### src/rtl/pps_pkg.sv
package pps_pkg;

    typedef enum logic [4:0] {
        S_IDLE,
        S_PWR_UP,
        S_PREP_WAIT,
        S_RST_HI,
        S_RST_WAIT,
        S_RST_LO,
        S_INIT_WAIT,
        S_ON_CMD,
        S_ON_WAIT,
        S_OFF_CMD,
        S_OFF_WAIT,
        S_PWR_DN,
        S_UNPREP_WAIT,
        S_EN_WAIT,
        S_BL_ON,
        S_BL_OFF,
        S_DIS_WAIT
    } pps_state_e;

    localparam logic SEL_ON  = 1'b0;
    localparam logic SEL_OFF = 1'b1;

    function automatic logic is_wait(pps_state_e s);
        return (s == S_PREP_WAIT)   || (s == S_RST_WAIT) || (s == S_INIT_WAIT) ||
               (s == S_UNPREP_WAIT) || (s == S_EN_WAIT)  || (s == S_DIS_WAIT);
    endfunction

endpackage

### src/rtl/pps_timer.sv
module pps_timer #(
    parameter int W = 8
) (
    input  logic         clk,
    input  logic         rst_n,
    input  logic         load,
    input  logic [W-1:0] load_val,
    input  logic         tick,
    output logic         last
);

    localparam logic [W-1:0] ONE = W'(1);

    logic [W-1:0] cnt;

    always_ff @(posedge clk or negedge rst_n) begin
        if (!rst_n) begin
            cnt <= '0;
        end else if (load) begin
            cnt <= load_val;
        end else if (tick && (cnt != '0)) begin
            cnt <= cnt - ONE;
        end
    end

    assign last = tick && (cnt == ONE);

    AST_TMR_HOLD_NO_TICK: assert property (@(posedge clk) disable iff (!rst_n)
        (!load && !tick) |=> $stable(cnt));

    AST_TMR_NO_WRAP: assert property (@(posedge clk) disable iff (!rst_n)
        (!load && (cnt == '0)) |=> (cnt == '0));

endmodule

### src/rtl/pps_fsm.sv
module pps_fsm
    import pps_pkg::*;
#(
    parameter int DLY_W = 8
) (
    input  logic             clk,
    input  logic             rst_n,
    input  logic             req_prepare,
    input  logic             req_unprepare,
    input  logic             req_enable,
    input  logic             req_disable,
    input  logic [DLY_W-1:0] dly_prepare,
    input  logic [DLY_W-1:0] dly_reset,
    input  logic [DLY_W-1:0] dly_init,
    input  logic [DLY_W-1:0] dly_unprepare,
    input  logic [DLY_W-1:0] dly_enable,
    input  logic [DLY_W-1:0] dly_disable,
    input  logic             tmr_last,
    input  logic             cmd_done,
    output pps_state_e       state_q,
    output pps_state_e       state_d,
    output logic             tmr_load,
    output logic [DLY_W-1:0] tmr_val,
    output logic             busy
);

    logic prepared;
    logic enabled;
    logic dis_ok, unp_ok, prp_ok, ena_ok;
    logic entering;

    assign dis_ok   = req_disable   &&  enabled;
    assign unp_ok   = req_unprepare &&  prepared;
    assign prp_ok   = req_prepare   && !prepared;
    assign ena_ok   = req_enable    && !enabled;
    assign entering = (state_d != state_q);
    assign busy     = (state_q != S_IDLE);

    always_comb begin
        state_d = state_q;
        unique case (state_q)
            S_IDLE: begin
                if (dis_ok)      state_d = S_BL_OFF;
                else if (unp_ok) state_d = S_OFF_CMD;
                else if (prp_ok) state_d = S_PWR_UP;
                else if (ena_ok) state_d = (dly_enable != '0) ? S_EN_WAIT : S_BL_ON;
            end
            S_PWR_UP:      state_d = (dly_prepare != '0) ? S_PREP_WAIT : S_RST_HI;
            S_PREP_WAIT:   if (tmr_last) state_d = S_RST_HI;
            S_RST_HI:      state_d = (dly_reset != '0) ? S_RST_WAIT : S_RST_LO;
            S_RST_WAIT:    if (tmr_last) state_d = S_RST_LO;
            S_RST_LO:      state_d = (dly_init != '0) ? S_INIT_WAIT : S_ON_CMD;
            S_INIT_WAIT:   if (tmr_last) state_d = S_ON_CMD;
            S_ON_CMD:      state_d = S_ON_WAIT;
            S_ON_WAIT:     if (cmd_done) state_d = S_IDLE;
            S_OFF_CMD:     state_d = S_OFF_WAIT;
            S_OFF_WAIT:    if (cmd_done) state_d = S_PWR_DN;
            S_PWR_DN:      state_d = (dly_unprepare != '0) ? S_UNPREP_WAIT : S_IDLE;
            S_UNPREP_WAIT: if (tmr_last) state_d = S_IDLE;
            S_EN_WAIT:     if (tmr_last) state_d = S_BL_ON;
            S_BL_ON:       state_d = S_IDLE;
            S_BL_OFF:      state_d = (dly_disable != '0) ? S_DIS_WAIT : S_IDLE;
            S_DIS_WAIT:    if (tmr_last) state_d = S_IDLE;
            default:       state_d = S_IDLE;
        endcase
    end

    always_comb begin
        unique case (state_d)
            S_PREP_WAIT:   tmr_val = dly_prepare;
            S_RST_WAIT:    tmr_val = dly_reset;
            S_INIT_WAIT:   tmr_val = dly_init;
            S_UNPREP_WAIT: tmr_val = dly_unprepare;
            S_EN_WAIT:     tmr_val = dly_enable;
            S_DIS_WAIT:    tmr_val = dly_disable;
            default:       tmr_val = '0;
        endcase
    end

    assign tmr_load = entering && is_wait(state_d);

    always_ff @(posedge clk or negedge rst_n) begin
        if (!rst_n) begin
            state_q  <= S_IDLE;
            prepared <= 1'b0;
            enabled  <= 1'b0;
        end else begin
            state_q <= state_d;
            if (entering && (state_d == S_IDLE)) begin
                unique case (state_q)
                    S_ON_WAIT:                 prepared <= 1'b1;
                    S_PWR_DN, S_UNPREP_WAIT:   prepared <= 1'b0;
                    S_BL_ON:                   enabled  <= 1'b1;
                    S_BL_OFF, S_DIS_WAIT:      enabled  <= 1'b0;
                    default:                   ;
                endcase
            end
        end
    end

    AST_PREP_SET_ON_DONE: assert property (@(posedge clk) disable iff (!rst_n)
        $rose(prepared) |-> $past(cmd_done));

    AST_PWR_UP_FROM_IDLE: assert property (@(posedge clk) disable iff (!rst_n)
        (state_q == S_PWR_UP) |-> ($past(state_q) == S_IDLE));

    AST_OFF_CMD_FROM_IDLE: assert property (@(posedge clk) disable iff (!rst_n)
        (state_q == S_OFF_CMD) |-> ($past(state_q) == S_IDLE));

    AST_NO_ZERO_LOAD: assert property (@(posedge clk) disable iff (!rst_n)
        tmr_load |-> (tmr_val != '0));

endmodule

### src/rtl/pps_drive.sv
module pps_drive
    import pps_pkg::*;
(
    input  logic       clk,
    input  logic       rst_n,
    input  pps_state_e state_q,
    input  pps_state_e state_d,
    output logic       supply_on,
    output logic       panel_en,
    output logic       panel_rst,
    output logic       bl_en,
    output logic       cmd_start,
    output logic       cmd_sel
);

    logic entering;
    assign entering = (state_d != state_q);

    always_ff @(posedge clk or negedge rst_n) begin
        if (!rst_n) begin
            supply_on <= 1'b0;
            panel_en  <= 1'b0;
            panel_rst <= 1'b0;
            bl_en     <= 1'b0;
            cmd_start <= 1'b0;
            cmd_sel   <= SEL_ON;
        end else begin
            cmd_start <= 1'b0;
            if (entering) begin
                unique case (state_d)
                    S_PWR_UP: begin
                        supply_on <= 1'b1;
                        panel_en  <= 1'b1;
                    end
                    S_RST_HI:  panel_rst <= 1'b1;
                    S_RST_LO:  panel_rst <= 1'b0;
                    S_ON_CMD: begin
                        cmd_start <= 1'b1;
                        cmd_sel   <= SEL_ON;
                    end
                    S_OFF_CMD: begin
                        cmd_start <= 1'b1;
                        cmd_sel   <= SEL_OFF;
                    end
                    S_PWR_DN: begin
                        panel_rst <= 1'b1;
                        panel_en  <= 1'b0;
                        supply_on <= 1'b0;
                    end
                    S_BL_ON:   bl_en <= 1'b1;
                    S_BL_OFF:  bl_en <= 1'b0;
                    default:   ;
                endcase
            end
        end
    end

    AST_START_ONE_CYCLE: assert property (@(posedge clk) disable iff (!rst_n)
        cmd_start |=> !cmd_start);

    AST_START_IN_CMD_STATE: assert property (@(posedge clk) disable iff (!rst_n)
        cmd_start |-> ((state_q == S_ON_CMD) || (state_q == S_OFF_CMD)));

    AST_RST_RELEASE_POWERED: assert property (@(posedge clk) disable iff (!rst_n)
        $fell(panel_rst) |-> (supply_on && panel_en));

    AST_PWR_DN_TOGETHER: assert property (@(posedge clk) disable iff (!rst_n)
        $fell(supply_on) |-> (!panel_en && panel_rst));

    AST_BL_ON_STATE: assert property (@(posedge clk) disable iff (!rst_n)
        $rose(bl_en) |-> (state_q == S_BL_ON));

endmodule

### src/rtl/panel_pwr_seq.sv
module panel_pwr_seq
    import pps_pkg::*;
#(
    parameter int DLY_W = 8
) (
    input  logic             clk,
    input  logic             rst_n,
    input  logic             req_prepare,
    input  logic             req_unprepare,
    input  logic             req_enable,
    input  logic             req_disable,
    input  logic [DLY_W-1:0] dly_prepare,
    input  logic [DLY_W-1:0] dly_reset,
    input  logic [DLY_W-1:0] dly_init,
    input  logic [DLY_W-1:0] dly_unprepare,
    input  logic [DLY_W-1:0] dly_enable,
    input  logic [DLY_W-1:0] dly_disable,
    input  logic             supply_invert,
    input  logic             ms_tick,
    input  logic             cmd_done,
    output logic             supply_en,
    output logic             panel_en,
    output logic             panel_rst,
    output logic             bl_en,
    output logic             cmd_start,
    output logic             cmd_sel,
    output logic             busy
);

    pps_state_e       state_q;
    pps_state_e       state_d;
    logic             tmr_load;
    logic [DLY_W-1:0] tmr_val;
    logic             tmr_last;
    logic             supply_on;

    pps_fsm #(.DLY_W(DLY_W)) u_fsm (
        .clk           (clk),
        .rst_n         (rst_n),
        .req_prepare   (req_prepare),
        .req_unprepare (req_unprepare),
        .req_enable    (req_enable),
        .req_disable   (req_disable),
        .dly_prepare   (dly_prepare),
        .dly_reset     (dly_reset),
        .dly_init      (dly_init),
        .dly_unprepare (dly_unprepare),
        .dly_enable    (dly_enable),
        .dly_disable   (dly_disable),
        .tmr_last      (tmr_last),
        .cmd_done      (cmd_done),
        .state_q       (state_q),
        .state_d       (state_d),
        .tmr_load      (tmr_load),
        .tmr_val       (tmr_val),
        .busy          (busy)
    );

    pps_timer #(.W(DLY_W)) u_timer (
        .clk      (clk),
        .rst_n    (rst_n),
        .load     (tmr_load),
        .load_val (tmr_val),
        .tick     (ms_tick),
        .last     (tmr_last)
    );

    pps_drive u_drive (
        .clk       (clk),
        .rst_n     (rst_n),
        .state_q   (state_q),
        .state_d   (state_d),
        .supply_on (supply_on),
        .panel_en  (panel_en),
        .panel_rst (panel_rst),
        .bl_en     (bl_en),
        .cmd_start (cmd_start),
        .cmd_sel   (cmd_sel)
    );

    assign supply_en = supply_on ^ supply_invert;

    AST_IDLE_OUTPUTS_QUIET: assert property (@(posedge clk) disable iff (!rst_n)
        (!busy && $past(!busy)) |-> ($stable(panel_en) && $stable(bl_en)));

endmodule

### config.mk
export PLATFORM = sky130hd
export DESIGN_NAME = panel_pwr_seq
export DESIGN_NICKNAME = d
export VERILOG_FILES = /design/src/rtl/pps_pkg.sv /design/src/rtl/pps_timer.sv /design/src/rtl/pps_fsm.sv /design/src/rtl/pps_drive.sv /design/src/rtl/panel_pwr_seq.sv
export SDC_FILE = /design/constraint.sdc
export NUM_CORES = 1
export LEC_CHECK = 0
export BUFFER_PORTS_ARGS = -buffer_cell sky130_fd_sc_hd__buf_2
export CAP_MARGIN = 40
export CORE_UTILIZATION = 45
export CTS_CLUSTER_SIZE = 16
export DETAILED_ROUTE_END_ITERATION = 12
export PLACE_DENSITY = 0.74
export SYNTH_ARGS = -nofsm -noshare
export SYNTH_HDL_FRONTEND = slang
export SYNTH_SLANG_ARGS = --single-unit
### constraint.sdc
create_clock -name clk -period 2.8 [get_ports clk]
set_input_delay 0.56 -clock clk [delete_from_list [all_inputs] [get_ports clk]]
set_output_delay 0.56 -clock clk [all_outputs]
set_load 0.01 [all_outputs]
==> summary.md <==
| Metric | Value |
|---|---|
| Hold Crit Class | `in -> async` |
| Largest net degree at the start of global routing | `21` |
| Worst Tran Pin Value | `0.462 ns` |
| PD cells | `1270 nW/um^2` |
| Status | `complete, no violations` |
| Row cnt | `23` |
| # hold bufs at CTS | `0` |
| Post-route DRC | `0` |
| R2R Setup Slk | `0.13 ns` |
| LEAKAGE | `1.09 nW` |
| Maximum vdd drop | `0.676 mV` |
| Clock Sinks | `20` |
| Synth warn | `0` |
| Fmax | `374 MHz` |
| H-tree Lvls | `1` |
| Vias per cell | `5.90` |
| Starting Density | `0.473` |
| Via count | `roughly 2000` |
| WS Path Type | `reg -> reg` |
| Largest cells by area after synthesis | `dfrtp_1, mux2i_1, mux2_2, o21ai_0, nand2_1` |
| Crit path cell chain | `inv_2 -> ha_1 -> nor4bb_4 -> and2_4 -> o21ai_2 -> or3_4 -> or3_4 -> nor3_4 -> a221oi_1 -> mux2i_1` |
| CTS clk-pin slew, worst paths | `0.08 ns` |
| CP required | `approximately 3 ns` |
| Worst clock skew | `around 0.0074 ns` |
| Routability cong. | `0.918` |
| Number of diodes | `0` |
| Post-Syn Area | `1920 um^2` |
| Drt total wl | `5640 um` |
| Crit-path max cell delay | `0.41 ns` |
| # IOs | `64` |
| Crit. End Element | `register` |
| Total power | `3.20 mW` |
| Die Width | `67.3 um` |
| Synth Flop Type | `dfrtp_1` |
| Final max-slew violation count | `0` |
| Core area | `a little over 4000 um^2` |
| Setup violations, final | `0` |
| Share of layout cells above drive strength 1 | `0.375` |
| Die Y | `a little under 70 um` |
| Fin. Hold Viols | `0` |
| Max-cap violations | `0` |
| Die ar. | `between 4000 and 5000 um^2` |
| Total gr overflow | `0` |
| Mapped Cells | `around 230` |
| CTS Root Cell | `clkbuf_8` |
| Relative slew margins | `0.689` |
| Place WS | `0.103 ns` |
| Routed WL per cell | `16.1 um` |
| CP Launch Type | `register` |
| Area leader, netlist | `dfrtp_1` |
| NumNets Final | `360` |
| DR iter-0 viols | `161` |
| Worst r2r dst | `u_timer.cnt[2]$_DFFE_PN0P_` |
| FF+latch count, synth | `20` |
| Met3 wire length | `344 um` |
| Routed met1 length | `2560 um` |
| Final worst slack | `0.126 ns` |
| First-pass GRT wire length | `8930 um` |
| Port buffer count | `63` |
| Final Cycle Share | `0.955` |
| Top Layer Used | `met4` |
| Synth cell types | `49` |
| Data arrival time of the worst path | `approximately 2.9 ns` |
| Reg2Reg Depth | `10` |
| Top-area cell type share of the netlist area | `0.261` |
| Number of global-route vias before repair | `between 1500 and 2000` |
| Antenna viol nets, final | `0` |
| Most used cell, CP | `or3_4` |
| TritonCTS clock tree | `done` |
| RR Startpoint | `u_timer.cnt[1]$_DFFE_PN0P_` |
| Post-route insts no fill | `349` |
| GRT Util Overall | `0.262` |
| Crit path max fanout | `8` |
| Met2 WL | `around 2600 um` |
| CTS Buffer Depth | `2` |
| Sequential fraction of the synthesis area | `0.261` |
| Period minus WS final | `2.67 ns` |
| Post-Syn Nets | `287` |
| Clk Latency, worst-skew pair | `0.26 ns` |
| Slowest CP cell | `or3_4` |
| Detail Placement HPWL | `4450 um` |
| First drt pass iteration count | `4` |
| Number of enable flip-flop cells after synthesis | `0` |
| Syn Area/Cell | `8.45 um^2` |
| TritonCTS Buffers | `3` |
| Layout area overhead | `31.0%` |
| Initial antenna violation count | `0` |
| Fraction of registers with async set/reset | `1.00` |
| Post-placement cell count | `approximately 350` |
| RSZ-0062 raised after global routing | `true` |
==> synth_stat cells, types with 3 or more instances <==
master / n
nand2_1: 21
dfrtp_1: 20
mux2i_1: 18
nor2_1: 16
o21ai_0: 16
nor4_1: 12
a21oi_1: 10
buf_2: 9
nand3_1: 9
a221oi_1: 8
mux2_2: 8
a31oi_1: 7
inv_1: 7
nor3_1: 6
xnor2_1: 6
nand2b_1: 5
nor2b_1: 4
xor2_1: 4
ha_1: 3
==> cell families after synthesis <==
group | count (synthesis) | share of synthesized area
flip-flops | 20 | 0.261
buffers and inverters | 18 | 0.0450
multiplexers | 26 | 0.141
XOR/XNOR | 10 | 0.0457
AND/OR/NAND/NOR | 93 | 0.279
adder cells (fa/ha/maj) | 3 | 0.0196
AO/OA/AOI/OAI | 57 | 0.209
==> through the flow <==
step                instance area [um^2]  TNS, ns  hold WS [ns]   util
finish                              2510        0         0.248  0.619
global route                        2510  -0.0551         0.287  0.619
CTS                                 2450        0         0.261  0.604
floorplan                           1920        0         0.264      -
global placement                    2380        0         0.496  0.587
detailed placement                  2380        0         0.492  0.587
==> final cells by class <==
| cell class | count | area (um^2) |
|---|---|---|
| Tap cell | 50 | 62.6 |
| Timing Repair Buffer | 79 | 460 |
| Multi-Input combinational cell | 189 | 1390 |
| Fill cell | 352 | 1550 |
| Clock buffer | 3 | 41.3 |
| Sequential cell | 20 | 502 |
| Inverter | 7 | 26.3 |
| Clock inverter | 1 | 30.0 |
==> where the power goes <==
group	internal [mW]	switching, mW	total (mW)
Clock	0.191	0.104	0.295
Combinational	1.13	1.16	2.29
Sequential	0.430	0.178	0.608
==> sequential cells by signal, indices dropped and copies added, names as in the netlist <==
name and count:
u_timer.cnt 8, u_fsm.state_q 5, u_drive.bl_en 1, u_drive.cmd_sel 1, u_drive.cmd_start 1, u_drive.panel_en 1
u_drive.panel_rst 1, u_fsm.enabled 1, u_fsm.prepared 1
==> critical path: cells and delay by family (launching register included) <==
kind | cells | cell delay (ns)
AO/OA/AOI/OAI | 2 | 0.24
adder cells (fa/ha/maj) | 1 | 0.15
buffers and inverters | 1 | 0.08
flip-flops | 1 | 0.39
multiplexers | 1 | 0.14
AND/OR/NAND/NOR | 5 | 1.58
==> cells in the final DEF (no fill, tap or decap), drive strengths merged, types with 2 or more instances in the layout <==
cell / instances
nand2b: 5
xnor2: 6
xor2: 4
and3: 2
clkbuf: 3
nor4: 14
a211o: 2
a21oi: 10
nor3b: 2
mux2: 8
a221oi: 8
nand2: 21
mux2i: 18
o2111ai: 2
o22ai: 2
nand4: 2
o31ai: 2
nor2b: 4
nor3: 7
or3: 3
inv: 7
nor2: 18
ha: 3
buf: 79
a31oi: 7
nand3: 9
o21ai: 17
dfrtp: 20
==> routing by layer <==
metal  global-route usage  vias to the layer above
li1                     -                     1006
met1                0.361                      974
met2                0.429                       70
met3               0.0422                       10
met4               0.0585                        0
met5                    0                        -
==> worst max-delay path by stage <==
stage	to	slack (ns)	from
3_3_place_gp	u_fsm.prepared$_DFFE_PN0P_	0.15	dly_unprepare[1]
2_1_floorplan	u_fsm.prepared$_DFFE_PN0P_	0.22	u_timer.cnt[1]$_DFFE_PN0P_
6_report	u_timer.cnt[2]$_DFFE_PN0P_	0.13	u_timer.cnt[1]$_DFFE_PN0P_
3_5_place_dp	u_timer.cnt[7]$_DFFE_PN0P_	0.10	u_timer.cnt[1]$_DFFE_PN0P_
4_1_cts	u_timer.cnt[7]$_DFFE_PN0P_	0.06	u_timer.cnt[1]$_DFFE_PN0P_
5_1_grt	u_timer.cnt[1]$_DFFE_PN0P_	-0.03	u_timer.cnt[1]$_DFFE_PN0P_
==> repair_timing <==
action / 4_1_cts / 5_1_grt
setup endpoints to repair: 0 / 8
gates resized for setup: 0 / 12
setup buffers: 0 / 0
(Power assumes the default switching activity.)
